### src/rtl/evt_timer16_pkg.sv
package evt_timer16_pkg;
    localparam int BYTE_W    = 8;
    localparam int CNT_W     = 2 * BYTE_W;
    localparam int PHASES    = 12;
    localparam int PH_W      = $clog2(PHASES);
    localparam int SAMPLE_PH = 9;
    localparam int UPDATE_PH = 2;

    localparam int CTRL_RUN  = 0;
    localparam int CTRL_MODE = 1;
    localparam int CTRL_OVF  = 2;

    typedef enum logic [1:0] {
        SEL_LO   = 2'd0,
        SEL_HI   = 2'd1,
        SEL_CTRL = 2'd2,
        SEL_NONE = 2'd3
    } wr_sel_e;

    typedef struct packed {
        logic run;
        logic mode;
        logic ovf;
    } ctrl_t;
endpackage

### src/rtl/et_phase_gen.sv
module et_phase_gen
    import evt_timer16_pkg::*;
(
    input  logic            clk,
    input  logic            rst_n,
    output logic            is_sample_o,
    output logic            is_update_o
);
    logic [PH_W-1:0] phase_d, phase_q;

    always_comb begin
        phase_d = (phase_q == PH_W'(PHASES - 1)) ? '0 : phase_q + PH_W'(1);
    end

    always_ff @(posedge clk or negedge rst_n) begin
        if (!rst_n) phase_q <= '0;
        else        phase_q <= phase_d;
    end

    assign is_sample_o = (phase_q == PH_W'(SAMPLE_PH));
    assign is_update_o = (phase_q == PH_W'(UPDATE_PH));
endmodule

### src/rtl/et_fall_detect.sv
module et_fall_detect (
    input  logic clk,
    input  logic rst_n,
    input  logic sample_en,
    input  logic consume_en,
    input  logic pin_i,
    output logic pend_o
);
    typedef struct packed {
        logic last;
        logic pend;
    } det_t;

    det_t st_d, st_q;

    always_comb begin
        st_d = st_q;
        if (sample_en) begin
            st_d.pend = st_q.last & ~pin_i;
            st_d.last = pin_i;
        end else if (consume_en) begin
            st_d.pend = 1'b0;
        end
    end

    always_ff @(posedge clk or negedge rst_n) begin
        if (!rst_n) st_q <= '0;
        else        st_q <= st_d;
    end

    assign pend_o = st_q.pend;
endmodule

### src/rtl/et_count_core.sv
module et_count_core
    import evt_timer16_pkg::*;
(
    input  logic              clk,
    input  logic              rst_n,
    input  logic              inc_i,
    input  logic              wr_lo_i,
    input  logic              wr_hi_i,
    input  logic [BYTE_W-1:0] data_i,
    output logic [CNT_W-1:0]  count_o,
    output logic              wrap_o
);
    logic [BYTE_W-1:0] lo_d, lo_q, hi_d, hi_q;
    logic              wr_any;

    always_comb begin
        wr_any = wr_lo_i | wr_hi_i;
        lo_d   = lo_q;
        hi_d   = hi_q;
        wrap_o = 1'b0;
        if (wr_any) begin
            if (wr_lo_i) lo_d = data_i;
            if (wr_hi_i) hi_d = data_i;
        end else if (inc_i) begin
            {hi_d, lo_d} = {hi_q, lo_q} + CNT_W'(1);
            wrap_o       = &{hi_q, lo_q};
        end
    end

    always_ff @(posedge clk or negedge rst_n) begin
        if (!rst_n) begin
            lo_q <= '0;
            hi_q <= '0;
        end else begin
            lo_q <= lo_d;
            hi_q <= hi_d;
        end
    end

    assign count_o = {hi_q, lo_q};
endmodule

### src/rtl/evt_timer16.sv
module evt_timer16
    import evt_timer16_pkg::*;
(
    input  logic              clk,
    input  logic              rst_n,
    input  logic              ext_in,
    input  logic              wr_en,
    input  logic [1:0]        wr_sel,
    input  logic [BYTE_W-1:0] wr_data,
    output logic [CNT_W-1:0]  count_o,
    output logic              ovf_o,
    output logic              mode_o,
    output logic              run_o
);
    ctrl_t ctrl_d, ctrl_q;
    logic  is_sample, is_update, pend, inc, wrap;
    logic  wr_lo, wr_hi, wr_ctrl;

    et_phase_gen u_phase (
        .clk         (clk),
        .rst_n       (rst_n),
        .is_sample_o (is_sample),
        .is_update_o (is_update)
    );

    et_fall_detect u_fall (
        .clk        (clk),
        .rst_n      (rst_n),
        .sample_en  (is_sample),
        .consume_en (is_update),
        .pin_i      (ext_in),
        .pend_o     (pend)
    );

    et_count_core u_core (
        .clk     (clk),
        .rst_n   (rst_n),
        .inc_i   (inc),
        .wr_lo_i (wr_lo),
        .wr_hi_i (wr_hi),
        .data_i  (wr_data),
        .count_o (count_o),
        .wrap_o  (wrap)
    );

    always_comb begin
        wr_lo   = wr_en && (wr_sel == SEL_LO);
        wr_hi   = wr_en && (wr_sel == SEL_HI);
        wr_ctrl = wr_en && (wr_sel == SEL_CTRL);
        inc     = ctrl_q.run && is_update && (ctrl_q.mode ? pend : 1'b1);

        ctrl_d = ctrl_q;
        if (wr_ctrl) begin
            ctrl_d.run  = wr_data[CTRL_RUN];
            ctrl_d.mode = wr_data[CTRL_MODE];
            ctrl_d.ovf  = wr_data[CTRL_OVF];
        end
        if (wrap) ctrl_d.ovf = 1'b1;
    end

    always_ff @(posedge clk or negedge rst_n) begin
        if (!rst_n) ctrl_q <= '0;
        else        ctrl_q <= ctrl_d;
    end

    assign ovf_o  = ctrl_q.ovf;
    assign mode_o = ctrl_q.mode;
    assign run_o  = ctrl_q.run;
endmodule

### config.mk
export PLATFORM = sky130hd
export DESIGN_NAME = evt_timer16
export DESIGN_NICKNAME = d
export VERILOG_FILES = /design/src/rtl/evt_timer16_pkg.sv /design/src/rtl/et_phase_gen.sv /design/src/rtl/et_fall_detect.sv /design/src/rtl/et_count_core.sv /design/src/rtl/evt_timer16.sv
export SDC_FILE = /design/constraint.sdc
export NUM_CORES = 1
export LEC_CHECK = 0
export BUFFER_PORTS_ARGS = -buffer_cell sky130_fd_sc_hd__buf_2
export CAP_MARGIN = 20
export CORE_MARGIN = 1.5
export CORE_UTILIZATION = 40
export CTS_BUF_LIST = sky130_fd_sc_hd__clkbuf_8 sky130_fd_sc_hd__clkbuf_16
export CTS_CLUSTER_SIZE = 28
export DETAILED_ROUTE_END_ITERATION = 6
export GPL_TIMING_DRIVEN = 1
export SKIP_LAST_GASP = 1
export SLEW_MARGIN = 30
export SYNTH_ARGS = -nofsm -noshare
export SYNTH_HDL_FRONTEND = slang
export SYNTH_HIERARCHICAL = 1
export SYNTH_SLANG_ARGS = --single-unit
### constraint.sdc
create_clock -name clk -period 2 [get_ports clk]
set_input_delay 0 -clock clk [delete_from_list [all_inputs] [get_ports clk]]
set_output_delay 0 -clock clk [all_outputs]
set_load 0.1 [all_outputs]
==> summary.md, run 1 <==
| Metric | Value |
|---|---|
| Area share of the largest cell type after synthesis | between 40% and 50% |
| GR Overflow Total | 0 |
| Internal reg-to-reg setup slack | roughly 0.12 ns |
| Worst hold path class | in -> reg |
| Global-route wire length before repair | between 6 and 7 mm |
| Fillers | about 320 |
| Antenna viol nets, final | 0 |
| Post-synth ARST share | 100% |
| Pin count of the biggest net entering global routing | 26 |
| Routability congestion estimate from global placement | between 0.8 and 0.9 |
| Lkg Pwr | a little over 0.8 nW |
| Vias per inst | approximately 5.6 |
| Crit Path Class | reg -> reg |
| First drt pass iteration count | 4 |
| Crit share post-route | 93.8% |
| Primary FF master, synth | dfrtp_1 |
| Drt initial violations | roughly 120 |
| Htree depth | 1 |
| Commonest non-fill, non-tap cell in the layout | buf_2 |
| Arr. time, crit path | a little over 2 ns |
| Gr usage total | between 15 and 20% |
| Worst slew margin | slightly above 60% |
| Warnings from Yosys | 6 |
| Wirelength per Cell | 14.7 µm |
| Worst VDD drop | ~0.00045 V |
| Max_cap viols | 0 |
| Initial antenna violation count | 0 |
| Core Rows | 21 |
| Fin. Hold Viols | 0 |
| Inst Count DP | 240 |
| Max FO, Critical Path | 6 |
| Clk buf depth | 2 |
| Clk sinks | 25 |
| Crit path required time | 2.15 ns |
| Vias | ~1400 |
| DR DRC count | 0 |
| Post-Syn Area per Cell | 9.18 µm² |
| Clk Latency, worst-skew pair | ~0.27 ns |
| Number of synthesized flops with an enable pin | 0 |
| Mapped Cells | 161 |
| Worst reg-to-reg path cell count | 9 |
| Final worst setup slack | between 0.1 and 0.15 ns |
| Status | finished clean |
| Synth area leader | dfrtp_1 |
| Setup Slack @ Placement | between 0.005 and 0.006 ns |
| Top cells by area in the synthesized netlist | dfrtp_1 42%, a21oi_1 4.4%, nand2_1 4.3%, ha_1 3.4%, nand3_1 3.0% |
| Cell Count, Final, Fillers Out | between 200 and 250 |
| CP peak stage delay | approximately 0.42 ns |
| Most frequent cells in the layout | 32 x buf_2, 17 x nand2_1, 13 x dfrtp_2 |
| Cell area power density | about 1200 nW/µm² |
| Min-delay src | wr_data[7] |
| Type of origin of the critical path | flop |
| Layout area overhead | 25.8% |
| FF-to-FF Start | u_phase/phase_q[1] |
| Yosys cell types | 47 |
| Ant diodes | 0 |
| Clk pin slew, worst setup/hold paths | approximately 0.090 ns |
| CTS Root Cell | clkbuf_8 |
| Num CTS Buffers | 3 |
| CP cell instances | ha_1, and2_1, nand2_1, a21oi_2, nor2b_4, buf_4, and3_2, a311oi_2, nor3_1 |
| Skew final | approximately 0.0023 ns |
| Share of cells above drive strength 1 | a little under two fifths |
| Die Ht | 63.8 µm |
| Post-DP HPWL | 2.71 mm |
| Starting Density | 42.9% |
| Via count of the first global-routing pass | 1328 |
| Setup crit end kind | flop |
| Slew Limit Fails | 0 |
| Die Area | 4070 µm² |
| Worst-margin pin slew | between 0.5 and 0.6 ns |
| Io pins | 33 |
| Sequential share of the synthesized area | a little over two fifths |
| Hold path cells | 3 |
| Post-layout nets | approximately 220 |
| DRT Wirelength | about 3.6 mm |
| Synth Register Bits | 25 |
| Final Critical Period | 1.88 ns |
| Crit Reg-Reg Endpoint | u_core/hi_q[4] |
| Setup violators final | 0 |
| Post-synthesis net count | 179 |
| Core ar. | approximately 3400 µm² |
| Post-Synthesis Cell Area | ~1500 µm² |
| Critical-path top delay cell | dfrtp_1 |
| Die Wd | 63.8 µm |
| TritonCTS clock tree | done |
| Hold worst-path end | u_core/hi_q[7] |
| Fmax | around 530 MHz |
| Port Buf Inserts | 32 |
==> worst max-delay path, delay by kind of cell (launching register included) <==
kind / cells / cell delay [ns]
AOI/OAI and AO/OA: 2 / 0.33
buffers and inverters: 1 / 0.17
DFF: 1 / 0.42
and+or+nand+nor: 5 / 0.64
adders and majority gates: 1 / 0.19
==> cell usage after synthesis, drive strengths merged, types with 4 or more instances <==
cell type,n
nand2,17
dfrtp,25
a21oi,13
inv,5
ha,4
and3,7
nor3,5
o22ai,5
buf,4
o21ai,10
nor2,10
nand3,10
==> metrics by stage <==
stage	cell area [µm²]	total power [mW]	hold slack (ns)	setup TNS [ns]	utilization, %
after floorplan	1490	1.68	-0.296	0	-
after global placement	1750	1.89	0.0261	0	50.7
after detailed placement	1750	1.90	0.0420	0	50.7
after CTS	1830	2.21	0.00437	0	53.0
after global routing	1860	2.31	0.0281	-0.00442	54.0
final	1860	2.20	0.00865	0	54.0
==> power by group <==
part	internal [mW]	leakage [nW]	switching, mW	total [mW]
sequential	0.617	0.273	0.132	0.749
combinational	0.222	0.511	0.927	1.15
clock	0.139	0.0255	0.162	0.301
total	0.978	0.809	1.22	2.20
==> metal layers <==
metal | GRT usage, % | wire (µm) | vias to the layer above
li1 | - | - | 668
met1 | 27.7 | 1740 | 665
met2 | 28.9 | 1650 | 39
met3 | 3.52 | 200 | 6
met4 | 7.88 | 48 | 0
met5 | 0 | 0 | -
==> area by class of cell <==
class	count	area, µm²	area share (%)
inverter	5	18.8	1.01
tap	46	57.6	3.10
timing repair buffer	44	270	14.5
clock inverter	1	5.00	0.269
clock buffer	3	41.3	2.22
multi-input combinational	124	825	44.3
sequential	25	642	34.5
==> worst max-delay path by stage <==
stage	from	endpoint	slack [ns]	cells after the start
after global placement	u_phase/phase_q[0]	u_core/hi_q[7]	0.12	9
after CTS	u_phase/phase_q[2]	u_core/hi_q[5]	0.06	9
after floorplan	u_core/hi_q[4]	u_core/hi_q[7]	0.04	4
after global routing	u_phase/phase_q[0]	u_core/hi_q[7]	-0.004	9
after detailed placement	u_phase/phase_q[2]	u_core/hi_q[5]	0.006	9
final	u_phase/phase_q[1]	u_core/hi_q[4]	0.12	9
==> cells by family after synthesis <==
kind of cell    after synthesis  share of synthesized area [%]
fa+ha+maj                     4                           3.39
flops                        25                           42.3
compound gates               41                           17.4
simple gates                 71                           26.8
mux                           6                           5.08
buf+inv                      12                           3.81
xor+xnor                      2                           1.19
==> flip-flops by register name, indices dropped and copies added, names as in the netlist <==
| register | cells |
|---|---|
| u_core/hi_q | 8 |
| u_core/lo_q | 8 |
| u_phase/phase_q | 4 |
| mode_o | 1 |
| ovf_o | 1 |
| run_o | 1 |
| u_fall/pend_o | 1 |
| u_fall/st_q | 1 |
==> timing repair <==
action / CTS / global route
endpoints found under the hold margin: 28 / 0
hold buffers: 3 / 0
gates resized for setup: 1 / 7
setup endpoints to repair: 1 / 7
cloned: 0 / 0
setup buffers: 0 / 1
Note: power is estimated with default switching activity, not from simulation.
==> run 2, diff against run 1 <==
==> constraint.sdc (replaced) <==
create_clock -name clk -period 2.05 [get_ports clk]
set_input_delay 0 -clock clk [delete_from_list [all_inputs] [get_ports clk]]
set_output_delay 0 -clock clk [all_outputs]
set_load 0.1 [all_outputs]
==> run 2 against run 1 <==
Effect of this change: worst hold slack improved by 0.015 ns; die area unchanged; sequential power fell by 3.3%; critical path depth down 1; largest cell class unchanged; clock power is 3% lower; maximum frequency shrank 1.7%.
==> summary.md, run 2 (same netlist as run 1, synthesis figures left out) <==
| Metric | Value |
|---|---|
| Status | finished clean |
| CP cell instances | nor2_2, and2_1, nand2_1, a21oi_2, nor2b_4, o211ai_2, or4_1, nand3_1 |
| Worst-margin pin slew | slightly below 0.6 ns |
| Postcts setup bufs | 0 |
| Fmax | 524 MHz |
| Met2 Wirelength | around 1.7 mm |
| Fin. Hold Viols | 0 |
| Crit Path Class | reg -> reg |
| Cell area power density | approximately 1200 nW/µm² |
| Clk sinks | 25 |
| Htree depth | 1 |
| Io pins | 33 |
| Type of origin of the critical path | flop |
| Final Critical Period | around 1.9 ns |
| Setup TNS Final | 0 ns |
| Met3 wire len | between 100 and 150 µm |
| DRT Wirelength | about 3.7 mm |
| Clk pin slew, worst setup/hold paths | around 0.09 ns |
| Crit share post-route | 93.1% |
| Die Wd | about 64 µm |
| Global-route wire length before repair | 6.20 mm |
| Max_cap viols | 0 |
| Post-route cell area | about 1800 µm² |
| Area after DPL | approximately 1700 µm² |
| Top sig layer | met4 |
| Die Area | between 4000 and 5000 µm² |
| Arr. time, crit path | roughly 2.1 ns |
| Starting Density | roughly 43% |
| CP peak stage delay | 0.48 ns |
| Skew final | ~0.0024 ns |
| Setup crit end kind | flop |
| Worst slew margin | around 61% |
| Clk buf depth | 2 |
| Num CTS Buffers | 3 |
| Slew Limit Fails | 0 |
| Layout area overhead | 22.5% |
| Post-layout nets | 218 |
| Vias | 1339 |
| Gr usage total | between 10% and 20% |
| Most frequent cells in the layout | 32 x buf_2, 17 x nand2_1, 16 x dfrtp_1 |
| Fillers | 345 |
| Worst VDD drop | 0.000353 V |
| Final worst setup slack | roughly 0.14 ns |
| CTS Root Cell | clkbuf_8 |
| Vias per inst | approximately 5.5 |
| Port Buf Inserts | 32 |
| Post-DP HPWL | between 2 and 3 mm |
| Clk Latency, worst-skew pair | approximately 0.27 ns |
| WL met1 | roughly 1.8 mm |
| Max FO, Critical Path | 5 |
| Setup violators final | 0 |
| Antenna viol nets, final | 0 |
| Wirelength per Cell | roughly 15 µm |
| GR Overflow Total | 0 |
| Via count of the first global-routing pass | roughly 1300 |
| Largest registers | u_core/hi_q: 8 flops, u_core/lo_q: 8 flops, u_phase/phase_q: 4 flops |
| Initial antenna violation count | 0 |
| First drt pass iteration count | 5 |
| Core ar. | between 3000 and 4000 µm² |
| Die Ht | roughly 64 µm |
| TritonCTS clock tree | done |
| Design Power | 2.13 mW |
| Worst hold path class | in -> reg |
| Register area | about 640 µm² |
| Crit path required time | 2.26 ns |
| Commonest non-fill, non-tap cell in the layout | buf_2 |
| DR DRC count | 0 |
| Ant diodes | 0 |
| Setup Slack @ Placement | -0.0246 ns |
| Drt initial violations | about 120 |
| Lkg Pwr | between 0.7 and 0.8 nW |
| Critical-path top delay cell | or4_1 |
| Core Rows | 21 |
| RSZ-0062 raised after global routing | no |
| Share of cells above drive strength 1 | roughly 34% |
| Routability congestion estimate from global placement | ~0.8 |
| Finished Core Util | 52.6% |
| Pin count of the biggest net entering global routing | 26 |
| Multi-input gate area | about 800 µm² |
==> run 2: changes by cell type in the layout (fill, tap and decap cells not counted), sizes merged <==
cell / before / now
buf: 41 / 38
==> run 2: final cells by class <==
| class | instances | area share [%] |
|---|---|---|
| inverters | 5 | 1.04 |
| repair buffers | 41 | 13.0 |
| multi-input cells | 124 | 45.1 |
| clock buffers | 3 | 2.28 |
| well taps | 46 | 3.18 |
| flip-flops and latches | 25 | 35.2 |
| clock inverters | 1 | 0.276 |
==> run 2: path summary, 6_finish.rpt <==
| check | startpoint | end | slack, ns | cells after the start |
|---|---|---|---|---|
| worst max register to register | u_phase/phase_q[3] | u_core/hi_q[7] | 0.14 | 8 |
| worst min register to register | u_fall/pend_o | u_fall/pend_o | 0.50 | 1 |
| max in group asynchronous | rst_n | mode_o | 1.37 | 2 |
| min in group asynchronous | rst_n | u_fall/st_q[1] | 0.26 | 2 |
| worst min-delay path | wr_data[1] | mode_o | 0.02 | 2 |
| worst max-delay path | u_phase/phase_q[3] | u_core/hi_q[7] | 0.14 | 8 |
==> run 2: through the flow <==
| step | cells | hold WS (ns) |
|---|---|---|
| 5_1_grt | 245 | 0.0144 |
| 4_1_cts | 245 | 0.0136 |
| 3_3_place_gp | 238 | 0.0276 |
| 6_report | 245 | 0.0233 |
| 2_1_floorplan | 161 | -0.296 |
| 3_5_place_dp | 238 | 0.0337 |
==> run 2: critical path: cells and delay by family (launching register included) <==
| family | cells | cell delay, ns |
|---|---|---|
| simple gates | 6 | 1.16 |
| flops | 1 | 0.43 |
| compound gates | 2 | 0.25 |
==> run 2: layer usage <==
metal	global-route usage, %	vias to the layer above
met5	0	-
li1	-	668
met4	5.98	0
met2	29.2	41
met1	28.7	628
met3	2.29	2
==> run 2: repair_timing <==
action                                  4_1_cts  5_1_grt
endpoints found under the setup margin        4        7
resized for setup                             1        4
hold buffers                                  3        0
hold endpoints to repair                     30        0
pin swaps                                     0        0
==> run 2: power breakdown <==
part,total (mW),switching (mW),internal (mW)
clock,0.292,0.156,0.136
sequential,0.724,0.125,0.599
combinational,1.12,0.906,0.212
total,2.13,1.19,0.947
